[src/rtl/msi_eq_pkg.sv]
package msi_eq_pkg;

    typedef enum logic [1:0] {
        S_IDLE   = 2'd0,
        S_LOOKUP = 2'd1,
        S_WRITE  = 2'd2
    } wr_state_e;

    typedef enum logic [2:0] {
        Q_IDLE   = 3'b001,
        Q_ACTIVE = 3'b010,
        Q_ERROR  = 3'b100
    } q_state_e;

    localparam logic [3:0] RG_BASE  = 4'd0;
    localparam logic [3:0] RG_SET   = 4'd1;
    localparam logic [3:0] RG_CLR   = 4'd2;
    localparam logic [3:0] RG_STATE = 4'd3;
    localparam logic [3:0] RG_TAIL  = 4'd4;
    localparam logic [3:0] RG_HEAD  = 4'd5;
    localparam logic [3:0] RG_MAP   = 4'd6;
    localparam logic [3:0] RG_PCLR  = 4'd7;

    localparam int EN_BIT    = 44;
    localparam int OVF_BIT   = 57;
    localparam int VLD_BIT   = 63;
    localparam int PND_BIT   = 62;
    localparam int REC_LG    = 6;

    function automatic logic [63:0] rec_word0(
        input logic [6:0]  fmt,
        input logic [9:0]  len,
        input logic [63:2] addr,
        input logic [15:0] rid,
        input logic [15:0] data
    );
        return {1'b0, fmt, len, addr[15:2], rid, data};
    endfunction

    function automatic logic [63:0] rec_word1(input logic [63:2] addr);
        return {addr[63:16], 16'h0000};
    endfunction

endpackage

[src/rtl/msi_map_table.sv]
module msi_map_table
    import msi_eq_pkg::*;
#(
    parameter int NUM_MSI = 16,
    parameter int MSI_W   = $clog2(NUM_MSI),
    parameter int EQN_W   = 6
) (
    input  logic             clk,
    input  logic             rst_n,
    input  logic             map_we_i,
    input  logic             map_valid_i,
    input  logic [EQN_W-1:0] map_eqn_i,
    input  logic             pend_clr_i,
    input  logic [MSI_W-1:0] cfg_idx_i,
    input  logic             pend_set_i,
    input  logic [MSI_W-1:0] pend_idx_i,
    input  logic [MSI_W-1:0] look_idx_i,
    output logic             look_valid_o,
    output logic             look_pend_o,
    output logic [EQN_W-1:0] look_eqn_o,
    output logic [63:0]      rd_word_o
);

    logic [NUM_MSI-1:0] vld_q;
    logic [NUM_MSI-1:0] pnd_q;
    logic [EQN_W-1:0]   eqn_q [NUM_MSI];

    always_ff @(posedge clk) begin
        if (!rst_n) begin
            vld_q <= '0;
            pnd_q <= '0;
            for (int i = 0; i < NUM_MSI; i++) eqn_q[i] <= '0;
        end else begin
            for (int i = 0; i < NUM_MSI; i++) begin
                if (map_we_i && cfg_idx_i == MSI_W'(i)) begin
                    vld_q[i] <= map_valid_i;
                    eqn_q[i] <= map_eqn_i;
                end
                if (pend_set_i && pend_idx_i == MSI_W'(i)) pnd_q[i] <= 1'b1;
                if (pend_clr_i && cfg_idx_i == MSI_W'(i))  pnd_q[i] <= 1'b0;
            end
        end
    end

    assign look_valid_o = vld_q[look_idx_i];
    assign look_pend_o  = pnd_q[look_idx_i];
    assign look_eqn_o   = eqn_q[look_idx_i];

    always_comb begin
        rd_word_o                 = '0;
        rd_word_o[VLD_BIT]        = vld_q[cfg_idx_i];
        rd_word_o[PND_BIT]        = pnd_q[cfg_idx_i];
        rd_word_o[EQN_W-1:0]      = eqn_q[cfg_idx_i];
    end

    AST_PEND_SET: assert property (@(posedge clk) disable iff (!rst_n)
        pend_set_i && !(pend_clr_i && cfg_idx_i == pend_idx_i) |=> pnd_q[$past(pend_idx_i)]);

endmodule

[src/rtl/eq_context.sv]
module eq_context
    import msi_eq_pkg::*;
#(
    parameter int QIDX_W = 7
) (
    input  logic              clk,
    input  logic              rst_n,
    input  logic              set_en_i,
    input  logic              set_ovf_i,
    input  logic              clr_en_i,
    input  logic              clr_ovf_i,
    input  logic              tail_we_i,
    input  logic              head_we_i,
    input  logic [QIDX_W-1:0] idx_wdata_i,
    input  logic              adv_i,
    input  logic              drop_i,
    output logic [QIDX_W-1:0] head_o,
    output logic [QIDX_W-1:0] tail_o,
    output q_state_e          state_o,
    output logic              ovf_o,
    output logic              not_empty_o
);

    always_ff @(posedge clk) begin
        if (!rst_n) begin
            head_o  <= '0;
            tail_o  <= '0;
            state_o <= Q_IDLE;
            ovf_o   <= 1'b0;
        end else begin
            if (head_we_i) head_o <= idx_wdata_i;

            if (tail_we_i)  tail_o <= idx_wdata_i;
            else if (adv_i) tail_o <= tail_o + 1'b1;

            if (clr_en_i) state_o <= Q_IDLE;
            if (set_en_i) state_o <= Q_ACTIVE;
            if (drop_i)   state_o <= Q_ERROR;

            if (clr_ovf_i) ovf_o <= 1'b0;
            if (set_ovf_i) ovf_o <= 1'b1;
            if (drop_i)    ovf_o <= 1'b1;
        end
    end

    assign not_empty_o = (head_o != tail_o);

    AST_STATE_ONEHOT: assert property (@(posedge clk) disable iff (!rst_n)
        $countones(state_o) == 1);
    AST_TAIL_STEP: assert property (@(posedge clk) disable iff (!rst_n)
        adv_i && !tail_we_i |=> tail_o == QIDX_W'($past(tail_o) + 1'b1));
    AST_DROP_ERROR: assert property (@(posedge clk) disable iff (!rst_n)
        drop_i |=> state_o == Q_ERROR && ovf_o);

endmodule

[src/rtl/eq_record_fmt.sv]
module eq_record_fmt
    import msi_eq_pkg::*;
#(
    parameter int EQ_W   = 2,
    parameter int QIDX_W = 7
) (
    input  logic [63:0]       base_i,
    input  logic [EQ_W-1:0]   q_i,
    input  logic [QIDX_W-1:0] tail_i,
    input  logic [6:0]        fmt_i,
    input  logic [9:0]        len_i,
    input  logic [15:0]       rid_i,
    input  logic [63:2]       addr_i,
    input  logic [15:0]       data_i,
    output logic [63:0]       addr_o,
    output logic [63:0]       w0_o,
    output logic [63:0]       w1_o
);

    localparam int Q_SHIFT = QIDX_W + REC_LG;

    assign addr_o = base_i + (64'(q_i) << Q_SHIFT) + (64'(tail_i) << REC_LG);
    assign w0_o   = rec_word0(fmt_i, len_i, addr_i, rid_i, data_i);
    assign w1_o   = rec_word1(addr_i);

endmodule

[src/rtl/msi_eq_writer.sv]
module msi_eq_writer
    import msi_eq_pkg::*;
#(
    parameter int NUM_MSI = 16,
    parameter int NUM_EQ  = 4,
    parameter int QIDX_W  = 7,
    parameter int EQN_W   = 6
) (
    input  logic                 clk,
    input  logic                 rst_n,
    input  logic                 msi_valid,
    output logic                 msi_ready,
    input  logic [6:0]           msi_fmt,
    input  logic [9:0]           msi_len,
    input  logic [15:0]          msi_rid,
    input  logic [63:2]          msi_addr,
    input  logic [15:0]          msi_data,
    output logic                 mem_wr_valid,
    input  logic                 mem_wr_ready,
    output logic [63:0]          mem_wr_addr,
    output logic [63:0]          mem_wr_word0,
    output logic [63:0]          mem_wr_word1,
    input  logic                 reg_we,
    input  logic [11:0]          reg_addr,
    input  logic [63:0]          reg_wdata,
    output logic [63:0]          reg_rdata,
    output logic [NUM_EQ-1:0]    eq_not_empty
);

    localparam int MSI_W = $clog2(NUM_MSI);
    localparam int EQ_W  = (NUM_EQ > 1) ? $clog2(NUM_EQ) : 1;
    localparam logic [EQN_W:0] EQ_LIM   = (EQN_W+1)'(NUM_EQ);
    localparam logic [7:0]     MSI_LIM8 = 8'(NUM_MSI);
    localparam logic [7:0]     EQ_LIM8  = 8'(NUM_EQ);

    wr_state_e fsm, nxt;

    logic [6:0]   cap_fmt;
    logic [9:0]   cap_len;
    logic [15:0]  cap_rid;
    logic [63:2]  cap_addr;
    logic [15:0]  cap_data;

    logic [63:0]      out_addr, out_w0, out_w1;
    logic [MSI_W-1:0] out_idx;
    logic [EQ_W-1:0]  out_q;
    logic [63:0]      base_q;

    logic             look_valid, look_pend;
    logic [EQN_W-1:0] look_eqn;
    logic [63:0]      map_rd;
    logic [EQ_W-1:0]  lk_q;

    logic [QIDX_W-1:0] q_head [NUM_EQ];
    logic [QIDX_W-1:0] q_tail [NUM_EQ];
    q_state_e          q_st   [NUM_EQ];
    logic [NUM_EQ-1:0] q_ovf;

    logic [NUM_EQ-1:0] adv_vec, drop_vec;
    logic              pend_set, take_write;
    logic              num_ok, type_ok, eq_ok, q_active, accept, full;
    logic [QIDX_W-1:0] lk_next_tail;
    logic [63:0]       rec_addr, rec_w0, rec_w1;

    logic [3:0] rg;
    logic [7:0] ridx;
    logic       q_sel_ok, m_sel_ok;
    logic [EQ_W-1:0] qsel;

    assign rg       = reg_addr[11:8];
    assign ridx     = reg_addr[7:0];
    assign q_sel_ok = ridx < EQ_LIM8;
    assign m_sel_ok = ridx < MSI_LIM8;
    assign qsel     = ridx[EQ_W-1:0];

    // lookup qualification
    assign lk_q         = look_eqn[EQ_W-1:0];
    assign num_ok       = (cap_data >> MSI_W) == '0;
    assign type_ok      = cap_fmt[6:2] != 5'd0;
    assign eq_ok        = {1'b0, look_eqn} < EQ_LIM;
    assign q_active     = q_st[lk_q] == Q_ACTIVE;
    assign accept       = num_ok && type_ok && look_valid && !look_pend && eq_ok && q_active;
    assign lk_next_tail = q_tail[lk_q] + 1'b1;
    assign full         = lk_next_tail == q_head[lk_q];

    // state register
    always_ff @(posedge clk) begin
        if (!rst_n) fsm <= S_IDLE;
        else        fsm <= nxt;
    end

    // next state and outputs
    always_comb begin
        nxt        = fsm;
        msi_ready  = 1'b0;
        mem_wr_valid = 1'b0;
        pend_set   = 1'b0;
        take_write = 1'b0;
        adv_vec    = '0;
        drop_vec   = '0;
        unique case (fsm)
            S_IDLE: begin
                msi_ready = 1'b1;
                if (msi_valid) nxt = S_LOOKUP;            // TAKE
            end
            S_LOOKUP: begin
                if (accept && !full) begin                // ACCEPT
                    nxt        = S_WRITE;
                    take_write = 1'b1;
                end else begin
                    nxt = S_IDLE;                         // REJECT / DROP
                    if (accept) drop_vec[lk_q] = 1'b1;
                end
            end
            S_WRITE: begin
                mem_wr_valid = 1'b1;
                if (mem_wr_ready) begin                   // DONE
                    nxt            = S_IDLE;
                    pend_set       = 1'b1;
                    adv_vec[out_q] = 1'b1;
                end
            end
            default: nxt = S_IDLE;
        endcase
    end

    // capture and record registers
    always_ff @(posedge clk) begin
        if (!rst_n) begin
            cap_fmt  <= '0;
            cap_len  <= '0;
            cap_rid  <= '0;
            cap_addr <= '0;
            cap_data <= '0;
            out_addr <= '0;
            out_w0   <= '0;
            out_w1   <= '0;
            out_idx  <= '0;
            out_q    <= '0;
            base_q   <= '0;
        end else begin
            if (fsm == S_IDLE && msi_valid) begin
                cap_fmt  <= msi_fmt;
                cap_len  <= msi_len;
                cap_rid  <= msi_rid;
                cap_addr <= msi_addr;
                cap_data <= msi_data;
            end
            if (take_write) begin
                out_addr <= rec_addr;
                out_w0   <= rec_w0;
                out_w1   <= rec_w1;
                out_idx  <= cap_data[MSI_W-1:0];
                out_q    <= lk_q;
            end
            if (reg_we && rg == RG_BASE) base_q <= reg_wdata;
        end
    end

    assign mem_wr_addr  = out_addr;
    assign mem_wr_word0 = out_w0;
    assign mem_wr_word1 = out_w1;

    eq_record_fmt #(.EQ_W(EQ_W), .QIDX_W(QIDX_W)) u_fmt (
        .base_i (base_q),
        .q_i    (lk_q),
        .tail_i (q_tail[lk_q]),
        .fmt_i  (cap_fmt),
        .len_i  (cap_len),
        .rid_i  (cap_rid),
        .addr_i (cap_addr),
        .data_i (cap_data),
        .addr_o (rec_addr),
        .w0_o   (rec_w0),
        .w1_o   (rec_w1)
    );

    msi_map_table #(.NUM_MSI(NUM_MSI), .MSI_W(MSI_W), .EQN_W(EQN_W)) u_map (
        .clk          (clk),
        .rst_n        (rst_n),
        .map_we_i     (reg_we && rg == RG_MAP && m_sel_ok),
        .map_valid_i  (reg_wdata[VLD_BIT]),
        .map_eqn_i    (reg_wdata[EQN_W-1:0]),
        .pend_clr_i   (reg_we && rg == RG_PCLR && m_sel_ok && reg_wdata[PND_BIT]),
        .cfg_idx_i    (ridx[MSI_W-1:0]),
        .pend_set_i   (pend_set),
        .pend_idx_i   (out_idx),
        .look_idx_i   (cap_data[MSI_W-1:0]),
        .look_valid_o (look_valid),
        .look_pend_o  (look_pend),
        .look_eqn_o   (look_eqn),
        .rd_word_o    (map_rd)
    );

    for (genvar g = 0; g < NUM_EQ; g++) begin : g_queue
        logic hit;
        assign hit = reg_we && ridx == 8'(g);
        eq_context #(.QIDX_W(QIDX_W)) u_ctx (
            .clk         (clk),
            .rst_n       (rst_n),
            .set_en_i    (hit && rg == RG_SET && reg_wdata[EN_BIT]),
            .set_ovf_i   (hit && rg == RG_SET && reg_wdata[OVF_BIT]),
            .clr_en_i    (hit && rg == RG_CLR && reg_wdata[EN_BIT]),
            .clr_ovf_i   (hit && rg == RG_CLR && reg_wdata[OVF_BIT]),
            .tail_we_i   (hit && rg == RG_TAIL),
            .head_we_i   (hit && rg == RG_HEAD),
            .idx_wdata_i (reg_wdata[QIDX_W-1:0]),
            .adv_i       (adv_vec[g]),
            .drop_i      (drop_vec[g]),
            .head_o      (q_head[g]),
            .tail_o      (q_tail[g]),
            .state_o     (q_st[g]),
            .ovf_o       (q_ovf[g]),
            .not_empty_o (eq_not_empty[g])
        );
    end

    // register read mux
    always_comb begin
        reg_rdata = '0;
        case (rg)
            RG_BASE:  reg_rdata = base_q;
            RG_STATE: if (q_sel_ok) reg_rdata[2:0] = q_st[qsel];
            RG_TAIL:  if (q_sel_ok) begin
                reg_rdata[QIDX_W-1:0] = q_tail[qsel];
                reg_rdata[OVF_BIT]    = q_ovf[qsel];
            end
            RG_HEAD:  if (q_sel_ok) reg_rdata[QIDX_W-1:0] = q_head[qsel];
            RG_MAP:   if (m_sel_ok) reg_rdata = map_rd;
            default:  reg_rdata = '0;
        endcase
    end

    AST_WR_HOLD: assert property (@(posedge clk) disable iff (!rst_n)
        mem_wr_valid && !mem_wr_ready |=> mem_wr_valid && $stable(mem_wr_addr)
            && $stable(mem_wr_word0) && $stable(mem_wr_word1));
    AST_BUSY_NO_TAKE: assert property (@(posedge clk) disable iff (!rst_n)
        mem_wr_valid |-> !msi_ready);

endmodule

[config.mk]
export PLATFORM = sky130hd
export DESIGN_NAME = msi_eq_writer
export DESIGN_NICKNAME = d
export VERILOG_FILES = /design/src/rtl/msi_eq_pkg.sv /design/src/rtl/msi_map_table.sv /design/src/rtl/eq_context.sv /design/src/rtl/eq_record_fmt.sv /design/src/rtl/msi_eq_writer.sv
export SDC_FILE = /design/constraint.sdc
export NUM_CORES = 1
export LEC_CHECK = 0
export ABC_AREA = 1
export BUFFER_PORTS_ARGS = -buffer_cell sky130_fd_sc_hd__clkbuf_2
export CAP_MARGIN = 5
export CELL_PAD_IN_SITES_DETAIL_PLACEMENT = 0
export CELL_PAD_IN_SITES_GLOBAL_PLACEMENT = 1
export CORE_ASPECT_RATIO = 0.6
export CORE_MARGIN = 2
export CORE_UTILIZATION = 44
export CTS_CLUSTER_DIAMETER = 30
export DETAILED_ROUTE_END_ITERATION = 10
export PLACE_DENSITY_LB_ADDON = 0.12
export SYNTH_ARGS = -nofsm -noshare
export SYNTH_HDL_FRONTEND = slang
export SYNTH_SLANG_ARGS = --single-unit
[constraint.sdc]
create_clock -name clk -period 14.35 [get_ports clk]
set_clock_uncertainty 0.2 [all_clocks]
set_input_delay 4.305 -clock clk [delete_from_list [all_inputs] [get_ports clk]]
set_output_delay 4.305 -clock clk [all_outputs]
set_load 0.1 [all_outputs]
======== Yosys cells after proc, flatten, opt, wreduce, memory -nomap -nowiden ========
Memory sizes are Yosys's and may differ from the RTL's. A register that Yosys moved wholly into a read port is not among the register bits.
Index checks and enable logic that the tools add are counted.
word-level totals
  memories kept ........................... 1
  logic and storage cells ................. 454
  output and inout port bits .............. 262
  register bits after elaboration ......... 462
  input port bits ......................... 192
  bits in latches ......................... 0
  memory bits (writable) .................. 96
  ROM bits ................................ 0
memories
  name         depth  bits a word  rd ports  clocked after Yosys merged registers in  write ports  line                 text
  u_map.eqn_q  16     6            2         1                                        16           msi_map_table.sv:26  logic [EQN_W-1:0] eqn_q [NUM_MSI];
cells by class
  reductions and logical operators ........ 145
  multipliers ............................. 0
  divide/modulo/power cells ............... 0
  shift operators ......................... 0
  magnitude comparators ................... 12
  add/subtract/negate cells ............... 7
  bitwise gates (word level) .............. 19
  equal/unequal tests ..................... 50
  muxes and demuxes ....................... 156
operators by type and width
  kind                   number
  $mux W7                18
  $pmux W50 S2           1
  $logic_and A1 B1 Y1    99
  $mux W6                16
  $mux W1                75
  $add A64 B13 Y64       1
  $add A64 B15 Y64       1
  $eq A4 B4 Y1 const B   16
  $mux W64               1
  $bmux W7 S2            4
  $mux W3                17
  $eq A4 B3 Y1 const B   12
  $reduce_or A2 Y1       20
  $add A7 B1 Y7 const B  5
  $mux W4                7
  $ne A7 B7 Y1           4
  $eq A4 B2 Y1 const B   6
  $reduce_bool A3 Y1     8
  $bmux W1 S4            4
  $eq A8 B2 Y1 const B   2
  $logic_not A16 Y1      1
  $or A1 B1 Y1           16
  $pmux W4 S4            1
  $reduce_bool A2 Y1     8
  30 further kinds       46

======== Logic depth before layout (Yosys ltp) ========
Gate-level depths: netlist of run 1.
  depth after elaboration ................. 11
  gate-level depth with buffers ........... 30
  depth with buffers taken out ............ 29

======== Modules after synthesis ========
A second synthesis of run 1 with hierarchy kept.
second synthesis, totals
  cells, all modules ...................... 5020
  area, all modules ....................... 33115.5 um2
modules (own cells, without submodules)
  module         cells each  area each (um2)  times used
  msi_eq_writer  2646        17609.4          1
  msi_map_table  1192        8182.8           1
  eq_record_fmt  702         3759.9           1
  eq_context     120         890.9            4

======== Worst setup path before layout of run 1 ========
OpenSTA, ideal clock, no wires.
  path kind ............................... input port to output port
  start point ............................. input port reg_addr[0]
  end point ............................... output port reg_rdata[57]
  data required time ...................... 9845 ps
  data arrival time ....................... 7430 ps
  setup slack ............................. 2415 ps
  cell stages on the path ................. 7
  path buffers ............................ 2
  cells stage by stage .................... inv_1 nand2_1 clkbuf_1 clkinv_1 clkbuf_1 a221oi_1 o32ai_1
on the way
  longest elaborated chain between the ends .. 4
  elaborated cells between the ends (all ways) .. 5
  those cells by class .................... order compare: 1; mux: 4
RTL lines
  element                                               line                  text
  from (decl)                                           msi_eq_writer.sv:24   input logic [11:0] reg_addr,
  branches (longest 2 deep; another with $lt A8 B3 Y1)  --
  $mux W1 (*)                                           msi_eq_writer.sv:224  RG_TAIL: if (q_sel_ok) begin
  $pmux W1 S3 (*)                                       msi_eq_writer.sv:221  case (rg)
  to (decl)                                             msi_eq_writer.sv:26   output logic [63:0] reg_rdata,
Every way passes the cells marked *. The select of a mux whose other input is x is not followed.

======== Final worst setup path of run 1 ========
  start point ............................. input port reg_addr[1]
  end point ............................... output port reg_rdata[1]
on the way
  longest elaborated chain between the ends .. 6
  elaborated cells between the ends (all ways) .. 18
  those cells by class .................... order compare: 2; mux: 14; bitwise: 1; memory: 1
RTL lines
  element                                               line
  branches (longest 5 deep; another with $lt A8 B5 Y1)  --
  $pmux W3 S5 (*)                                       msi_eq_writer.sv:221
Marked as above.

==> impl_results.md, run 1 <==
- Clk sinks: 558
- Cell repeated most along the worst path: sky130_fd_sc_hd__clkbuf_2
- WHS Path Cells: 2
- Reg-to-reg endpoint: mem_wr_addr[62]
- Initial core utilization: 0.4478
- Port bufs: 436
- RSZ-0062 raised after global routing: false
- Critical path type: in -> out
- Maximum number of pins on one net before global-route repair: 240
- Wire length of the first global-routing pass: 142900 µm
- Die Area: 0.06258 mm²
- Result of the run: finished clean
- First drt pass iteration count: 8
- Initial antenna violation count: 8
- Clock input transition at the sequential cells of the worst setup and hold paths: 0.05 ns
- Area growth from synthesis to layout: 21.77%
- Area of the core: 0.05948 mm²
- Iteration-0 DRC count of the detailed router: 2518
- Unique masters post-synth: 50
- Max H-tree Level: 3
- Overflow after GRT: 0
- Power Total: 4.514 mW
- Placement row count: 69
- Boundary pin count: 454
- Static leakage power: 15.36 nW
- Peak VDD IR: 111.6 µV
- Worst reg-to-reg setup slack: 7.05 ns
- Proportion of layout cells with a drive suffix above 1: 0.1575
- Max stage delay cell, worst path: sky130_fd_sc_hd__nor4_1
- Cell type group with the largest total delay on the critical path: buffers and inverters
- Achievable Freq: 0.08339 GHz
- Data required time of the worst path: 9.84 ns
- GRT Resource Usage Total: 0.2966
- Sequential cell area fraction in the yosys report: 0.4555
- Number of global-route vias before repair: 23080
- Pwr Density: 139.2 mW/mm²
- Biggest area consumer among synthesized cells: sky130_fd_sc_hd__dfxtp_1
- Detailed-route wire length per cell: 19.27 µm
- Setup slack of the critical path after layout: 2.358 ns
- Logic depth of the worst register-to-register path: 29
- Number of buffers between clock root and the deepest sink: 3
- Bufs and invs on worst path: 4
- Wirelength, routed: 95160 µm
- Async set-reset flop share out of synthesis: 0
- Largest fanout on the critical path: 31
- TNS Setup: 0 ns
- TritonCTS clock tree: yes
- Number of nets still failing antenna checks after routing: 0
- Synthesized netlist cell count: 3712
- CTS root buf: sky130_fd_sc_hd__clkbuf_16
- Number of nets in the final layout: 4275
- Max-cap viol count: 0
- EDFF count, synth: 96
- Final period utilization: 0.8357
- DRC errors left: 0
- Area of the mapped netlist: 0.02664 mm²
- Post-CTS Hold Buffers: 0
- Main area contributors after synthesis: sky130_fd_sc_hd__dfxtp_1, sky130_fd_sc_hd__nor2_1, sky130_fd_sc_hd__edfxtp_1
- Min-Delay Endpoint: mem_wr_word0[5]
- Worst path max stage delay: 0.92 ns
- Type of element capturing the critical path: output pin
- Worst hold path class: reg -> reg
- Total setup buffers inserted after CTS: 0
- Total count of hold-check failures in the final report: 0
- Yosys warning count: 0
- Synthesized area per cell: 7.176 µm²
- Area share of the leading cell type in the synthesized netlist: 0.3472
- Worst skew pair latency: 0.68 ns
- Final period demand of the worst path: 11.99 ns
- Ys flop type: sky130_fd_sc_hd__dfxtp_1
- Vertical die dimension: 194.6 µm
- Max transition margin: 0.2236
- GPL Wtd Cong: 1.017
- Critical path cell sequence: clkbuf_2, nand2_1, buf_4, inv_1, a22oi_1, a21oi_1, nor4_1, o221ai_1, clkbuf_2
- Worst Setup Start Kind: input port
- TritonCTS buffer count: 99
- Start point of the worst min-delay path: mem_wr_word0[5]
- HPWL after detailed placement: 68990 µm
- Final setup violating endpoints: 0
- Flops & latches, synth: 558
- Post_cts resized: 0
- Slew @ Worst Pin: 1.152 ns
- Slew Limit Fails: 0
- Crit path arrival time: 7.49 ns
- Via density per instance: 5.142
- Total number of vias: 25390
- DIE WIDTH: 321.6 µm
- Pre-CTS setup slack: 2.568 ns
-- how the worst max path moves through the flow --
stage / startpoint / endpoint / slack [ns] / depth (start not counted)
after floorplan: reg_addr[0] / reg_rdata[57] / 2.41 / 7
after global placement: reg_addr[1] / reg_rdata[1] / 2.57 / 9
after detailed placement: reg_addr[1] / reg_rdata[1] / 2.57 / 9
after CTS: reg_addr[1] / reg_rdata[1] / 2.56 / 9
after global routing: reg_addr[1] / reg_rdata[1] / 2.24 / 9
final: reg_addr[1] / reg_rdata[1] / 2.36 / 9
-- through the flow --
stage	utilization	hold WS (ns)	area [µm²]	std cells
floorplan	-	0.2292	26700	3728
global placement	0.4861	0.2428	28920	4748
detailed placement	0.4861	0.2450	28920	4748
CTS	0.5451	0.2532	32420	4933
global route	0.5452	0.2726	32430	4937
finish	0.5453	0.2509	32430	4938
-- cells by family after synthesis --
group           share of synthesized area
flops                              0.4555
fa+ha+maj                        0.007328
xor+xnor                          0.02828
buf+inv                            0.1113
simple gates                       0.2588
other cells                     0.0001408
compound gates                     0.1387
-- cell type report --
type | instances | area [µm²]
Inverter | 490 | 1841
Timing Repair Buffer | 452 | 2337
Antenna cell | 5 | 12.51
Sequential cell | 558 | 12130
Tap cell | 781 | 977.2
Fill cell | 5904 | 27050
Clock buffer | 108 | 2561
Clock inverter | 77 | 943.4
Multi-Input combinational cell | 2467 | 11630
-- worst reg2reg max path: cells and delay by family, from the launching register on --
family,cells,cell delay [ns]
compound gates,1,0.27
fa+ha+maj,2,0.64
buf+inv,3,0.80
flops,1,0.30
simple gates,23,4.97
-- synth_stat cells, types with 39 or more instances --
cell,number
sky130_fd_sc_hd__a21oi_1,175
sky130_fd_sc_hd__a22oi_1,39
sky130_fd_sc_hd__clkbuf_1,127
sky130_fd_sc_hd__dfxtp_1,462
sky130_fd_sc_hd__edfxtp_1,96
sky130_fd_sc_hd__inv_1,483
sky130_fd_sc_hd__nand2_1,642
sky130_fd_sc_hd__nand3_1,160
sky130_fd_sc_hd__nor2_1,789
sky130_fd_sc_hd__nor3_1,64
sky130_fd_sc_hd__o21ai_0,268
sky130_fd_sc_hd__xor2_1,74
-- per-layer routing --
layer,vias up,GRT usage,share of wire
met5,-,0,0.00039
met4,6,0.08446,0.023
met3,149,0.1196,0.12
met2,1101,0.4187,0.41
met1,11510,0.4139,0.45
li1,12630,-,-
-- cells in the final DEF (no fill, tap or decap), types with 6 or more instances in the layout --
cell type,instances
sky130_fd_sc_hd__nand3b_1,9
sky130_fd_sc_hd__clkinv_2,12
sky130_fd_sc_hd__a221oi_1,18
sky130_fd_sc_hd__a21oi_1,175
sky130_fd_sc_hd__nor4_1,14
sky130_fd_sc_hd__a31oi_1,6
sky130_fd_sc_hd__xor2_1,74
sky130_fd_sc_hd__o221ai_1,24
sky130_fd_sc_hd__a211oi_1,25
sky130_fd_sc_hd__clkbuf_2,435
sky130_fd_sc_hd__nand3_1,160
sky130_fd_sc_hd__xnor2_1,12
sky130_fd_sc_hd__bufinv_16,11
sky130_fd_sc_hd__clkbuf_16,99
sky130_fd_sc_hd__o31ai_1,6
sky130_fd_sc_hd__conb_1,17
sky130_fd_sc_hd__nor3_1,64
sky130_fd_sc_hd__ha_1,14
sky130_fd_sc_hd__buf_4,14
sky130_fd_sc_hd__nor2_1,787
sky130_fd_sc_hd__inv_1,482
sky130_fd_sc_hd__inv_6,17
sky130_fd_sc_hd__o22ai_1,35
sky130_fd_sc_hd__nand2_1,639
sky130_fd_sc_hd__clkinv_4,12
sky130_fd_sc_hd__nand4_1,22
sky130_fd_sc_hd__clkinvlp_4,14
sky130_fd_sc_hd__o311ai_0,14
sky130_fd_sc_hd__a22oi_1,39
sky130_fd_sc_hd__edfxtp_1,96
sky130_fd_sc_hd__o21ai_0,268
sky130_fd_sc_hd__dfxtp_1,462
-- power by group --
| group | total [mW] | leakage [nW] | internal [mW] | switching, mW |
|---|---|---|---|---|
| Sequential | 1.68 | 4.67 | 1.64 | 0.0333 |
| Clock | 2.44 | 1.68 | 1.52 | 0.919 |
| Combinational | 0.394 | 9.02 | 0.108 | 0.286 |
-- flip-flops by register name (all words and copies together), names as in the netlist, 28 cells and up, named ones only --
signal / flops
mem_wr_word0: 60
mem_wr_addr: 64
g_queue.u_ctx.tail_o: 28
g_queue.u_ctx.head_o: 28
cap_addr: 62
u_map.eqn_q: 96
base_q: 64
mem_wr_word1: 48
No activity file was read; power rests on OpenSTA's default activity.
==> inputs of run 2 (changes only) <==
--- a/config.mk
+++ b/config.mk
@@ -12,7 +12,7 @@
 export CELL_PAD_IN_SITES_GLOBAL_PLACEMENT = 1
 export CORE_ASPECT_RATIO = 0.6
 export CORE_MARGIN = 2
-export CORE_UTILIZATION = 44
+export CORE_UTILIZATION = 41
 export CTS_CLUSTER_DIAMETER = 30
 export DETAILED_ROUTE_END_ITERATION = 10
 export PLACE_DENSITY_LB_ADDON = 0.12
==> constraint.sdc (replaced) <==
create_clock -name clk -period 11.45 [get_ports clk]
set_clock_uncertainty 0.2 [all_clocks]
set_input_delay 3.435 -clock clk [delete_from_list [all_inputs] [get_ports clk]]
set_output_delay 3.435 -clock clk [all_outputs]
set_load 0.1 [all_outputs]
==> run 2 against run 1 <==
Net effect:
- sequential power increased by 25%
- critical path depth increased by 1
- non-clock buffer count increased by 4
- combinational power increased by 25%
- final cell count increased by 1.9%
- critical endpoint unchanged
- worst setup slack got worse by 1.4 ns
- sequential cell count unchanged
- largest cell class unchanged
- critical path type unchanged
- routed wire length increased by 3.0%
- core utilization decreased by 3.2 points
- power increased by 33%
- global-route usage decreased by 1.4 points
- die area increased by 7.2%
==> impl_results.md, run 2 (same netlist as run 1, synthesis figures left out) <==
- Core utilization of the finished layout: 0.5132 (-0.03207)
- Total count of hold-check failures in the final report: 0 (unchanged)
- Number of nets in the final layout: 4290 (+0.35%)
- HPWL after detailed placement: 71400 µm (+3.5%)
- Wire length of the first global-routing pass: 146000 µm (+2.2%)
- Port bufs: 436 (unchanged)
- Max transition margin: 0.1866 (-0.03698)
- Area growth from synthesis to layout: 23.93%
- Total setup buffers inserted after CTS: 0 (unchanged)
- Via density per instance: 5.084 (-1.1%)
- Post_cts resized: 0 (unchanged)
- Most frequent cells in the layout: sky130_fd_sc_hd__nor2_1, sky130_fd_sc_hd__nand2_1, sky130_fd_sc_hd__inv_1
- Maximum number of pins on one net before global-route repair: 186 (-23%)
- Power Total: 6.007 mW (+33%)
- GRT Resource Usage Total: 0.2825 (-0.01402)
- WHS Path Cells: 2 (unchanged)
- Worst hold path class: reg -> reg
- Final period utilization: 0.9204
- DIE WIDTH: 333.1 µm (+3.5%)
- Die Area: 0.06709 mm² (+7.2%)
- Number of placed instances, taps included: 4822 (+1.6%)
- Total number of vias: 25580 (+0.72%)
- Wirelength, routed: 98050 µm (+3.0%)
- Final setup violating endpoints: 0 (unchanged)
- Placement row count: 72 (+4.3%)
- Area of the core: 0.06432 mm² (+8.1%)
- Slew @ Worst Pin: 1.216 ns (+0.06316 ns)
- Type of element capturing the critical path: output pin
- Max H-tree Level: 3 (unchanged)
- Proportion of layout cells with a drive suffix above 1: 0.1616 (+0.004123)
- Final period demand of the worst path: 10.54 ns
- Result of the run: finished clean
- Iteration-0 DRC count of the detailed router: 2600 (+3.3%)
- Clk sinks: 558 (unchanged)
- Most flop-heavy register: u_map.eqn_q
- Achievable Freq: 0.09489 GHz
- Largest fanout on the critical path: 29 (-6.5%)
- Boundary pin count: 454 (unchanged)
- DRC errors left: 0 (unchanged)
- Data required time of the worst path: 7.82 ns (-2.02 ns)
- Most common cell after layout, fill and taps aside: sky130_fd_sc_hd__nor2_1
- Vertical die dimension: 201.4 µm (+3.5%)
- RSZ-0062 raised after global routing: false
- Worst skew pair latency: 0.68 ns (about the same)
- Slew Limit Fails: 0 (unchanged)
- TNS Setup: 0 ns (unchanged)
- Initial antenna violation count: 2 (-6)
- Crit path arrival time: 6.90 ns (-0.59 ns)
- Post-Layout Cell Count: 5030 (+1.9%)
- Logic depth of the worst register-to-register path: 29 (unchanged)
- GPL Wtd Cong: 1.000 (-1.6%)
- TritonCTS buffer count: 110 (+11%)
- TritonCTS clock tree: yes
- Overflow after GRT: 0 (unchanged)
- Detailed-route wire length per cell: 19.49 µm (+1.2%)
- Peak VDD IR: 141.9 µV (+27%)
- Final-layout worst hold slack: 0.2526 ns (+0.001655 ns)
- Max FFs per register: 96 (unchanged)
- Number of global-route vias before repair: 22980 (-0.43%)
- Clock input transition at the sequential cells of the worst setup and hold paths: 0.05 ns (about the same)
- CTS root buf: sky130_fd_sc_hd__clkbuf_16
- Static leakage power: 15.60 nW (+1.6%)
- Post-CTS Hold Buffers: 0 (unchanged)
- Number of nets still failing antenna checks after routing: 0 (unchanged)
- Pwr Density: 182.0 mW/mm² (+31%)
- Worst Setup Start Kind: input port
- Initial core utilization: 0.4141 (-0.03368)
- First drt pass iteration count: 6 (-2)
- Max-cap viol count: 0 (unchanged)
- Number of buffers between clock root and the deepest sink: 3 (unchanged)
- Critical path type: in -> out
==> run 2: cell types whose count changed in the layout (fill, tap and decap cells not counted), moves of 2 or more <==
| cell | before | now |
|---|---|---|
| sky130_fd_sc_hd__buf_4 | 14 | 19 |
| sky130_fd_sc_hd__clkinv_2 | 12 | 14 |
| sky130_fd_sc_hd__bufinv_16 | 11 | 16 |
| sky130_fd_sc_hd__clkbuf_1 | 4 | 7 |
| sky130_fd_sc_hd__clkbuf_16 | 99 | 112 |
| sky130_fd_sc_hd__inv_8 | 4 | 0 |
| sky130_fd_sc_hd__clkinv_4 | 12 | 9 |
| sky130_fd_sc_hd__clkbuf_8 | 5 | 15 |
| sky130_fd_sc_hd__inv_6 | 17 | 11 |
| sky130_fd_sc_hd__clkinvlp_4 | 14 | 16 |
| sky130_fd_sc_hd__diode_2 | 5 | 3 |
==> run 2: per-layer routing <==
metal,routed length (µm),up-vias,track usage,share of wire
li1,-,12680,-,-
met1,45770,11710,0.4149,0.47
met2,40160,1059,0.4010,0.41
met3,10230,123,0.08500,0.10
met4,1888,0,0.06949,0.019
met5,0,-,0,0
==> run 2: area by class of cell <==
class                           count  area [µm²]
Fill cell                        6534       31310
Inverter                          490        1841
Clock inverter                     71       944.7
Tap cell                          851        1065
Multi-Input combinational cell   2467       11630
Antenna cell                        3       7.507
Timing Repair Buffer              456        2355
Sequential cell                   558       12130
Clock buffer                      134        3035
==> run 2: final timing paths <==
kind	start	to	slack (ns)
worst min register to register	cap_data[10]	cap_data[10]	0.25
worst min-delay path	cap_data[10]	cap_data[10]	0.25
worst max register to register	flip-flop	mem_wr_addr[62]	4.32
worst max-delay path	reg_addr[0]	reg_rdata[1]	0.91
==> run 2: stage by stage <==
stage	instance area, µm²	setup slack (ns)
6_report	33010	0.9113
5_1_grt	33000	0.7496
4_1_cts	33000	1.029
3_5_place_dp	29020	1.033
3_3_place_gp	29020	1.105
2_1_floorplan	26700	1.255
==> run 2: worst max-delay path, stage by stage <==
cell and delay (ns):
sky130_fd_sc_hd__clkbuf_2 0.12, sky130_fd_sc_hd__inv_1 0.06, sky130_fd_sc_hd__nand2_1 0.05, sky130_fd_sc_hd__buf_4 0.33, sky130_fd_sc_hd__clkinv_1 0.79, sky130_fd_sc_hd__a22oi_1 0.42, sky130_fd_sc_hd__a21oi_1 0.11, sky130_fd_sc_hd__nor4_1 0.84
sky130_fd_sc_hd__o221ai_1 0.29, sky130_fd_sc_hd__clkbuf_2 0.44
==> run 2: report_power, final <==
| group | internal [mW] | switching [mW] | total, mW |
|---|---|---|---|
| Combinational | 0.136 | 0.356 | 0.492 |
| Clock | 2.26 | 1.15 | 3.41 |
| Sequential | 2.06 | 0.0414 | 2.10 |
